**src/rtl/wdt_pkg.sv**
```systemverilog
package wdt_pkg;
  localparam int ADDR_CTRL  = 'h00;
  localparam int ADDR_PSC   = 'h04;
  localparam int ADDR_LOAD  = 'h08;
  localparam int ADDR_COUNT = 'h0C;
  localparam int ADDR_WARN  = 'h10;
  localparam int CTRL_W     = 4;

  typedef struct packed {
    logic rst_en;
    logic warn_en;
    logic irq_en;
    logic run;
  } ctrl_t;
endpackage

```
**src/rtl/wdt_regfile.sv**
```systemverilog
module wdt_regfile
  import wdt_pkg::*;
#(
  parameter int DW = 32,
  parameter int PW = 10,
  parameter int AW = 5
) (
  input  logic          clk,
  input  logic          rst_n,
  input  logic          wr_en,
  input  logic          rd_en,
  input  logic [AW-1:0] addr,
  input  logic [DW-1:0] wdata,
  input  logic [DW-1:0] count_i,
  output logic [DW-1:0] rdata,
  output logic          rvalid,
  output ctrl_t         ctrl_o,
  output logic [PW-1:0] psc_o,
  output logic [DW-1:0] warn_o,
  output logic          load_o
);
  localparam int CTRL_PAD = DW - CTRL_W;
  localparam int PSC_PAD  = DW - PW;

  ctrl_t         ctrl_q;
  logic [PW-1:0] psc_q;
  logic [DW-1:0] load_q;
  logic [DW-1:0] warn_q;
  logic [DW-1:0] rd_mux;

  assign load_o = wr_en && (addr == AW'(ADDR_LOAD));
  assign ctrl_o = ctrl_q;
  assign psc_o  = psc_q;
  assign warn_o = warn_q;

  always_ff @(posedge clk or negedge rst_n) begin
    if (!rst_n) begin
      ctrl_q <= '0;
      psc_q  <= '0;
      load_q <= '0;
      warn_q <= '0;
    end else if (wr_en) begin
      case (addr)
        AW'(ADDR_CTRL): ctrl_q <= ctrl_t'(wdata[CTRL_W-1:0]);
        AW'(ADDR_PSC):  psc_q  <= wdata[PW-1:0];
        AW'(ADDR_LOAD): load_q <= wdata;
        AW'(ADDR_WARN): warn_q <= wdata;
        default: ;
      endcase
    end
  end

  always_comb begin
    case (addr)
      AW'(ADDR_CTRL):  rd_mux = {{CTRL_PAD{1'b0}}, ctrl_q};
      AW'(ADDR_PSC):   rd_mux = {{PSC_PAD{1'b0}}, psc_q};
      AW'(ADDR_LOAD):  rd_mux = load_q;
      AW'(ADDR_COUNT): rd_mux = count_i;
      AW'(ADDR_WARN):  rd_mux = warn_q;
      default:         rd_mux = '0;
    endcase
  end

  always_ff @(posedge clk or negedge rst_n) begin
    if (!rst_n) begin
      rdata  <= '0;
      rvalid <= 1'b0;
    end else begin
      rdata  <= rd_en ? rd_mux : '0;
      rvalid <= rd_en;
    end
  end

  assert_rvalid_follows_rd_R2: assert property (@(posedge clk) disable iff (!rst_n)
    rd_en |=> rvalid);
  assert_rdata_idle_zero_R2: assert property (@(posedge clk) disable iff (!rst_n)
    !rd_en |=> (!rvalid && rdata == '0));
endmodule

```
**src/rtl/wdt_prescaler.sv**
```systemverilog
module wdt_prescaler #(
  parameter int PW = 10
) (
  input  logic          clk,
  input  logic          rst_n,
  input  logic          load_i,
  input  logic [PW-1:0] psc_i,
  input  logic          run_i,
  output logic          tick_o
);
  logic [PW-1:0] lat_q;
  logic [PW-1:0] cnt_q;

  assign tick_o = run_i && !load_i && (cnt_q == '0);

  always_ff @(posedge clk or negedge rst_n) begin
    if (!rst_n) begin
      lat_q <= '0;
      cnt_q <= '0;
    end else if (load_i) begin
      lat_q <= psc_i;
      cnt_q <= psc_i;
    end else if (run_i) begin
      cnt_q <= (cnt_q == '0) ? lat_q : cnt_q - 1'b1;
    end
  end

  assert_ratio_only_on_load_R10: assert property (@(posedge clk) disable iff (!rst_n)
    !load_i |=> $stable(lat_q));
  assert_psc_frozen_R8: assert property (@(posedge clk) disable iff (!rst_n)
    (!run_i && !load_i) |=> $stable(cnt_q));
endmodule

```
**src/rtl/wdt_core.sv**
```systemverilog
module wdt_core #(
  parameter int DW = 32
) (
  input  logic          clk,
  input  logic          rst_n,
  input  logic          load_i,
  input  logic [DW-1:0] load_val_i,
  input  logic          enable_i,
  input  logic          dbg_i,
  input  logic          tick_i,
  input  logic [DW-1:0] warn_val_i,
  output logic          run_o,
  output logic [DW-1:0] count_o,
  output logic          tmo_o,
  output logic          warn_o
);
  logic [DW-1:0] cnt_q;
  logic          tmo_q;
  logic          wrn_q;

  assign run_o   = enable_i && !dbg_i && !tmo_q;
  assign count_o = cnt_q;
  assign tmo_o   = tmo_q;
  assign warn_o  = wrn_q;

  always_ff @(posedge clk or negedge rst_n) begin
    if (!rst_n) begin
      cnt_q <= '0;
      tmo_q <= 1'b0;
      wrn_q <= 1'b0;
    end else if (load_i) begin
      cnt_q <= load_val_i;
      tmo_q <= 1'b0;
      wrn_q <= 1'b0;
    end else if (!enable_i) begin
      tmo_q <= 1'b0;
      wrn_q <= 1'b0;
    end else begin
      if (cnt_q == warn_val_i) wrn_q <= 1'b1;
      if (tick_i) begin
        if (cnt_q == '0) tmo_q <= 1'b1;
        else             cnt_q <= cnt_q - 1'b1;
      end
    end
  end

  assert_reload_value_R3: assert property (@(posedge clk) disable iff (!rst_n)
    load_i |=> (cnt_q == $past(load_val_i) && !tmo_q && !wrn_q));
  assert_dbg_hold_R8: assert property (@(posedge clk) disable iff (!rst_n)
    (dbg_i && !load_i) |=> $stable(cnt_q));
  assert_disable_hold_R9: assert property (@(posedge clk) disable iff (!rst_n)
    (!enable_i && !load_i) |=> ($stable(cnt_q) && !tmo_q && !wrn_q));
  assert_stop_at_zero_R5: assert property (@(posedge clk) disable iff (!rst_n)
    (tmo_q && !load_i) |=> (cnt_q == '0));
  assert_timeout_from_zero_R5: assert property (@(posedge clk) disable iff (!rst_n)
    $rose(tmo_q) |-> (cnt_q == '0));
endmodule

```
**src/rtl/wdt_channel.sv**
```systemverilog
module wdt_channel
  import wdt_pkg::*;
#(
  parameter int DW = 32,
  parameter int PW = 10,
  parameter int AW = 5
) (
  input  logic          clk,
  input  logic          rst_n,
  input  logic          reg_wr,
  input  logic          reg_rd,
  input  logic [AW-1:0] reg_addr,
  input  logic [DW-1:0] reg_wdata,
  output logic [DW-1:0] reg_rdata,
  output logic          reg_rvalid,
  input  logic          dbg_ack,
  output logic          irq_warn,
  output logic          irq_timeout,
  output logic          rst_req
);
  ctrl_t         ctrl;
  logic [PW-1:0] psc;
  logic [DW-1:0] warn_val;
  logic [DW-1:0] count;
  logic          load;
  logic          run;
  logic          tick;
  logic          tmo;
  logic          wrn;

  wdt_regfile #(.DW(DW), .PW(PW), .AW(AW)) u_regs (
    .clk     (clk),
    .rst_n   (rst_n),
    .wr_en   (reg_wr),
    .rd_en   (reg_rd),
    .addr    (reg_addr),
    .wdata   (reg_wdata),
    .count_i (count),
    .rdata   (reg_rdata),
    .rvalid  (reg_rvalid),
    .ctrl_o  (ctrl),
    .psc_o   (psc),
    .warn_o  (warn_val),
    .load_o  (load)
  );

  wdt_prescaler #(.PW(PW)) u_psc (
    .clk    (clk),
    .rst_n  (rst_n),
    .load_i (load),
    .psc_i  (psc),
    .run_i  (run),
    .tick_o (tick)
  );

  wdt_core #(.DW(DW)) u_core (
    .clk        (clk),
    .rst_n      (rst_n),
    .load_i     (load),
    .load_val_i (reg_wdata),
    .enable_i   (ctrl.run),
    .dbg_i      (dbg_ack),
    .tick_i     (tick),
    .warn_val_i (warn_val),
    .run_o      (run),
    .count_o    (count),
    .tmo_o      (tmo),
    .warn_o     (wrn)
  );

  assign irq_warn    = wrn && ctrl.warn_en;
  assign irq_timeout = tmo && ctrl.irq_en;
  assign rst_req     = tmo && ctrl.rst_en;

  assert_outputs_clear_after_stop_R9: assert property (@(posedge clk) disable iff (!rst_n)
    (!ctrl.run && !load) |=> (!irq_warn && !irq_timeout && !rst_req));
  assert_reload_clears_outputs_R6: assert property (@(posedge clk) disable iff (!rst_n)
    load |=> (!irq_timeout && !rst_req && !irq_warn));
endmodule

```
**config.mk**
```make
export PLATFORM = sky130hd
export DESIGN_NAME = wdt_channel
export DESIGN_NICKNAME = d
export VERILOG_FILES = /design/src/rtl/wdt_pkg.sv /design/src/rtl/wdt_regfile.sv /design/src/rtl/wdt_prescaler.sv /design/src/rtl/wdt_core.sv /design/src/rtl/wdt_channel.sv
export SDC_FILE = /design/constraint.sdc
export NUM_CORES = 1
export LEC_CHECK = 0
export ABC_AREA = 1
export BUFFER_PORTS_ARGS = -buffer_cell sky130_fd_sc_hd__buf_2
export CAP_MARGIN = 20
export CORE_MARGIN = 3
export CORE_UTILIZATION = 55
export DETAILED_ROUTE_END_ITERATION = 8
export GPL_TIMING_DRIVEN = 1
export HOLD_SLACK_MARGIN = 0.12
export PLACE_DENSITY = 0.72
export SYNTH_ARGS = -nofsm -noshare
export SYNTH_HDL_FRONTEND = slang
export SYNTH_HIERARCHICAL = 1
export SYNTH_SLANG_ARGS = --single-unit
```
**constraint.sdc**
```tcl
create_clock -name clk -period 4.7 [get_ports clk]
set_input_delay 0.705 -clock clk [delete_from_list [all_inputs] [get_ports clk]]
set_output_delay 0.705 -clock clk [all_outputs]
set_load 0.02 [all_outputs]
```
==> run_results.csv <==
group,metric,value,unit
status,outcome,"completed",
critical_path,path_common_cell,"buf_4",
finish,layout-drive-gt1-share,0.131,
finish,diodes,0,
sta,setup_violations,0,
critical_path,crit_family,"buffers and inverters",
synthesis,ys_ff_latch,165,
clocking,clock_sinks,165,
drt,wl,23.4,mm
synthesis,syn_nets,1285,
sta,finalHoldViolations,0,
critical_path,start_kind,"input port",
finish,nFillCells,1469,
finish,final_common_cell,"nand2_1",
global_routing,grt_overflow_total,0,
floorplanning,die_h,135,um
finish,syn_to_final_growth,12.1,%
sta,min_period,3.24,ns
sta,fmax,308,MHz
finish,regArea,4130,um2
synthesis,async_reset_ff_frac,1.00,
sta,slew_viol_final,0,
sta,tns,0,ns
global_routing,grt_pass1_vias,7731,
synthesis,synthCells,1241,
floorplanning,die-area,18200,um2
placement,gp_congestion,0.915,
sta,period_share,0.690,
synthesis,syn_avg_cell_area,7.37,um2
finish,layout_common_cells,"nand2_1 (400), dfrtp_1 (165), nor2_1 (128), inv_1 (127), nand3_1 (86)",
power,vdd_ir_drop_max,0.283,mV
global_routing,antenna_found_initial,0,
critical_path,path_cells,"buf_2 > inv_1 > nor2_4 > buf_4 > inv_1 > buf_4 > nand2_1 > nand3_2 > buf_4 > inv_2 > nand2_1 > o21ai_2",
drt,wl_per_cell,15.3,um
synthesis,yosysSeqAreaShare,0.451,
floorplanning,fp.dieW,135,um
sta,skew,0.00763,ns
floorplanning,start_util,0.570,
sta,tightestPinTransition,0.884,ns
job,drv_cap,0,
clocking,clock-root-buffer,"clkbuf_16",
clocking,clk_pin_slew,0.06,ns
drt,dr_total_vias,8128,
synthesis,yosys_warnings,6,
synthesis,synth_flop_cell,"dfrtp_1",
floorplanning,core_area,16100,um2
synthesis,synth-edff-count,0,
clocking,clk_latency,0.43,ns
clocking,cts_buffers,17,
drt,drt-initial-drc-count,687,
synthesis,yosysTopAreaCell,"dfrtp_1",
drt,first_pass_iters,5,
finish,multi_input_area,4260,um2
finish,nNetsFinal,1341,
sta,timing.slew.headroom,0.408,
placement,io_buffers,77,
global_routing,grt_max_degree,113,
placement,place_hpwl,15.7,mm
floorplanning,io_pins,78,
clocking,post_cts_resized,0,
clocking,clockBufferDepth,2,
synthesis,synthTopCellsByArea,"dfrtp_1 (45%), nand2_1 (16%), nor2_1 (5.3%), inv_1 (5.2%), nand3_1 (4.7%)",
global_routing,grt_pass1_wl,39.3,mm
clocking,cts_tree,"built",
critical_path,crit_path_max_fanout,65,
drt,viasPerCell,5.33,
clocking,post_cts_buffers,0,
clocking,holdBufCountCts,0,
critical_path,setup.worst_path.class,"input port to flip-flop",
critical_path,worst_path_max_delay_cell,"inv_2",
synthesis,synth.cell_area,9150,um2
drt,ant_nets,0,
power,leakage,5.37,nW
critical_path,cp.arrival,3.60,ns
power,power.density,387,nW/um2
sta,rsz0062_at_grt,"false",
critical_path,crit_path_max_incr_delay,0.56,ns
finish,fin_util,0.639,
critical_path,cp-end-kind,"flip-flop",
clocking,htreeDepth,4,
floorplanning,rows,46,
worst_hold_path,min_path_type,"input port to async pin",
synthesis,yosys.area.top_type_share,0.451,
global_routing,grt_usage,0.270,
synthesis,ys_types,34,
drt,drc,0,
critical_path,crit_buf_inv,7,
critical_path,worstPathRequired,5.05,ns
## final cells by class
type	instances	area share
clock buffers	22	0.0462
clock inverters	10	0.00964
inverters	132	0.0483
multi-input cells	891	0.416
flip-flops and latches	165	0.403
well taps	216	0.0263
repair buffers	90	0.0512
## logic make-up after synthesis
logic type / Yosys count / synth area share
AOI/OAI and AO/OA: 146 / 0.0930
xor gates and xnor gates: 31 / 0.0297
adders and majority gates: 2 / 0.00274
buffers and inverters: 185 / 0.0840
DFF: 165 / 0.451
and+or+nand+nor: 712 / 0.339
## worst reg2reg max path: stages, from the launching register on
cell and delay [ns]:
dfrtp_1 0.43, inv_1 0.09, nor3_1 0.20, inv_1 0.07, nor2_1 0.24, inv_1 0.18, nor2_8 0.25, or2_2 0.16
nand3_2 0.06, buf_4 0.22, inv_2 0.56, nand2_1 0.17, o21ai_2 0.09
## synthesized netlist by cell type, types with 4 or more instances
master and number:
o21ai_2 13, inv_1 127, nand2_2 4, dfrtp_1 165
a21oi_1 9, a21boi_0 11, nor2_1 130, buf_2 20
nand3_2 4, xnor2_1 23, nand3_1 86, clkbuf_1 23
nor2_4 6, o21a_1 12, o21ai_0 73, or2_2 11
nand4_1 61, inv_2 4, o21ai_1 23, xor2_1 8
buf_4 7, nand2_1 400
## registers in the layout, summed over array words and instances, names as in the netlist
name / count
u_core/count_o: 32
u_regs/load_q: 32
u_regs/rdata: 32
u_regs/warn_o: 32
u_psc/cnt_q: 10
u_psc/lat_q: 10
u_regs/psc_o: 10
u_regs/ctrl_o: 4
u_core/tmo_o: 1
u_core/warn_o: 1
u_regs/rvalid: 1
## layer usage
layer	vias up	global-route usage	share of wire
met4	0	0.0616	0.010
met1	3807	0.394	0.47
met2	234	0.428	0.46
met3	18	0.0447	0.063
met5	-	0	0
li1	4069	-	-
## path summary, 6_finish.rpt
path                                   from                 to  slack, ns  cells after the start
setup / recovery                     reg_wr  u_core/count_o[4]       1.46                     12
min in group clk             u_psc/lat_q[3]     u_psc/cnt_q[3]       0.48                      2
max in group asynchronous             rst_n    u_regs/rdata[8]       3.52                      3
hold reg to reg              u_psc/lat_q[3]     u_psc/cnt_q[3]       0.48                      2
hold / removal                        rst_n   u_regs/rdata[25]       0.20                      1
setup reg to reg           u_regs/ctrl_o[0]  u_core/count_o[4]       1.91                     12
## through the flow
stage	cells	hold WS, ns	worst slack (ns)	area [um2]	total power, mW
after CTS	1525	0.474	1.52	10200	3.99
after global routing	1526	0.219	1.24	10300	4.21
after detailed placement	1493	0.466	1.08	9660	2.63
after global placement	1492	0.464	1.17	9650	2.60
after floorplan	1241	0.409	1.95	9150	2.40
final	1526	0.196	1.46	10300	3.97
## power by group
group,total (mW),switching [mW],internal (mW)
clock network,1.36,0.582,0.773
logic,0.754,0.455,0.298
registers,1.86,0.208,1.66
Note: power is estimated with default switching activity, not from simulation.
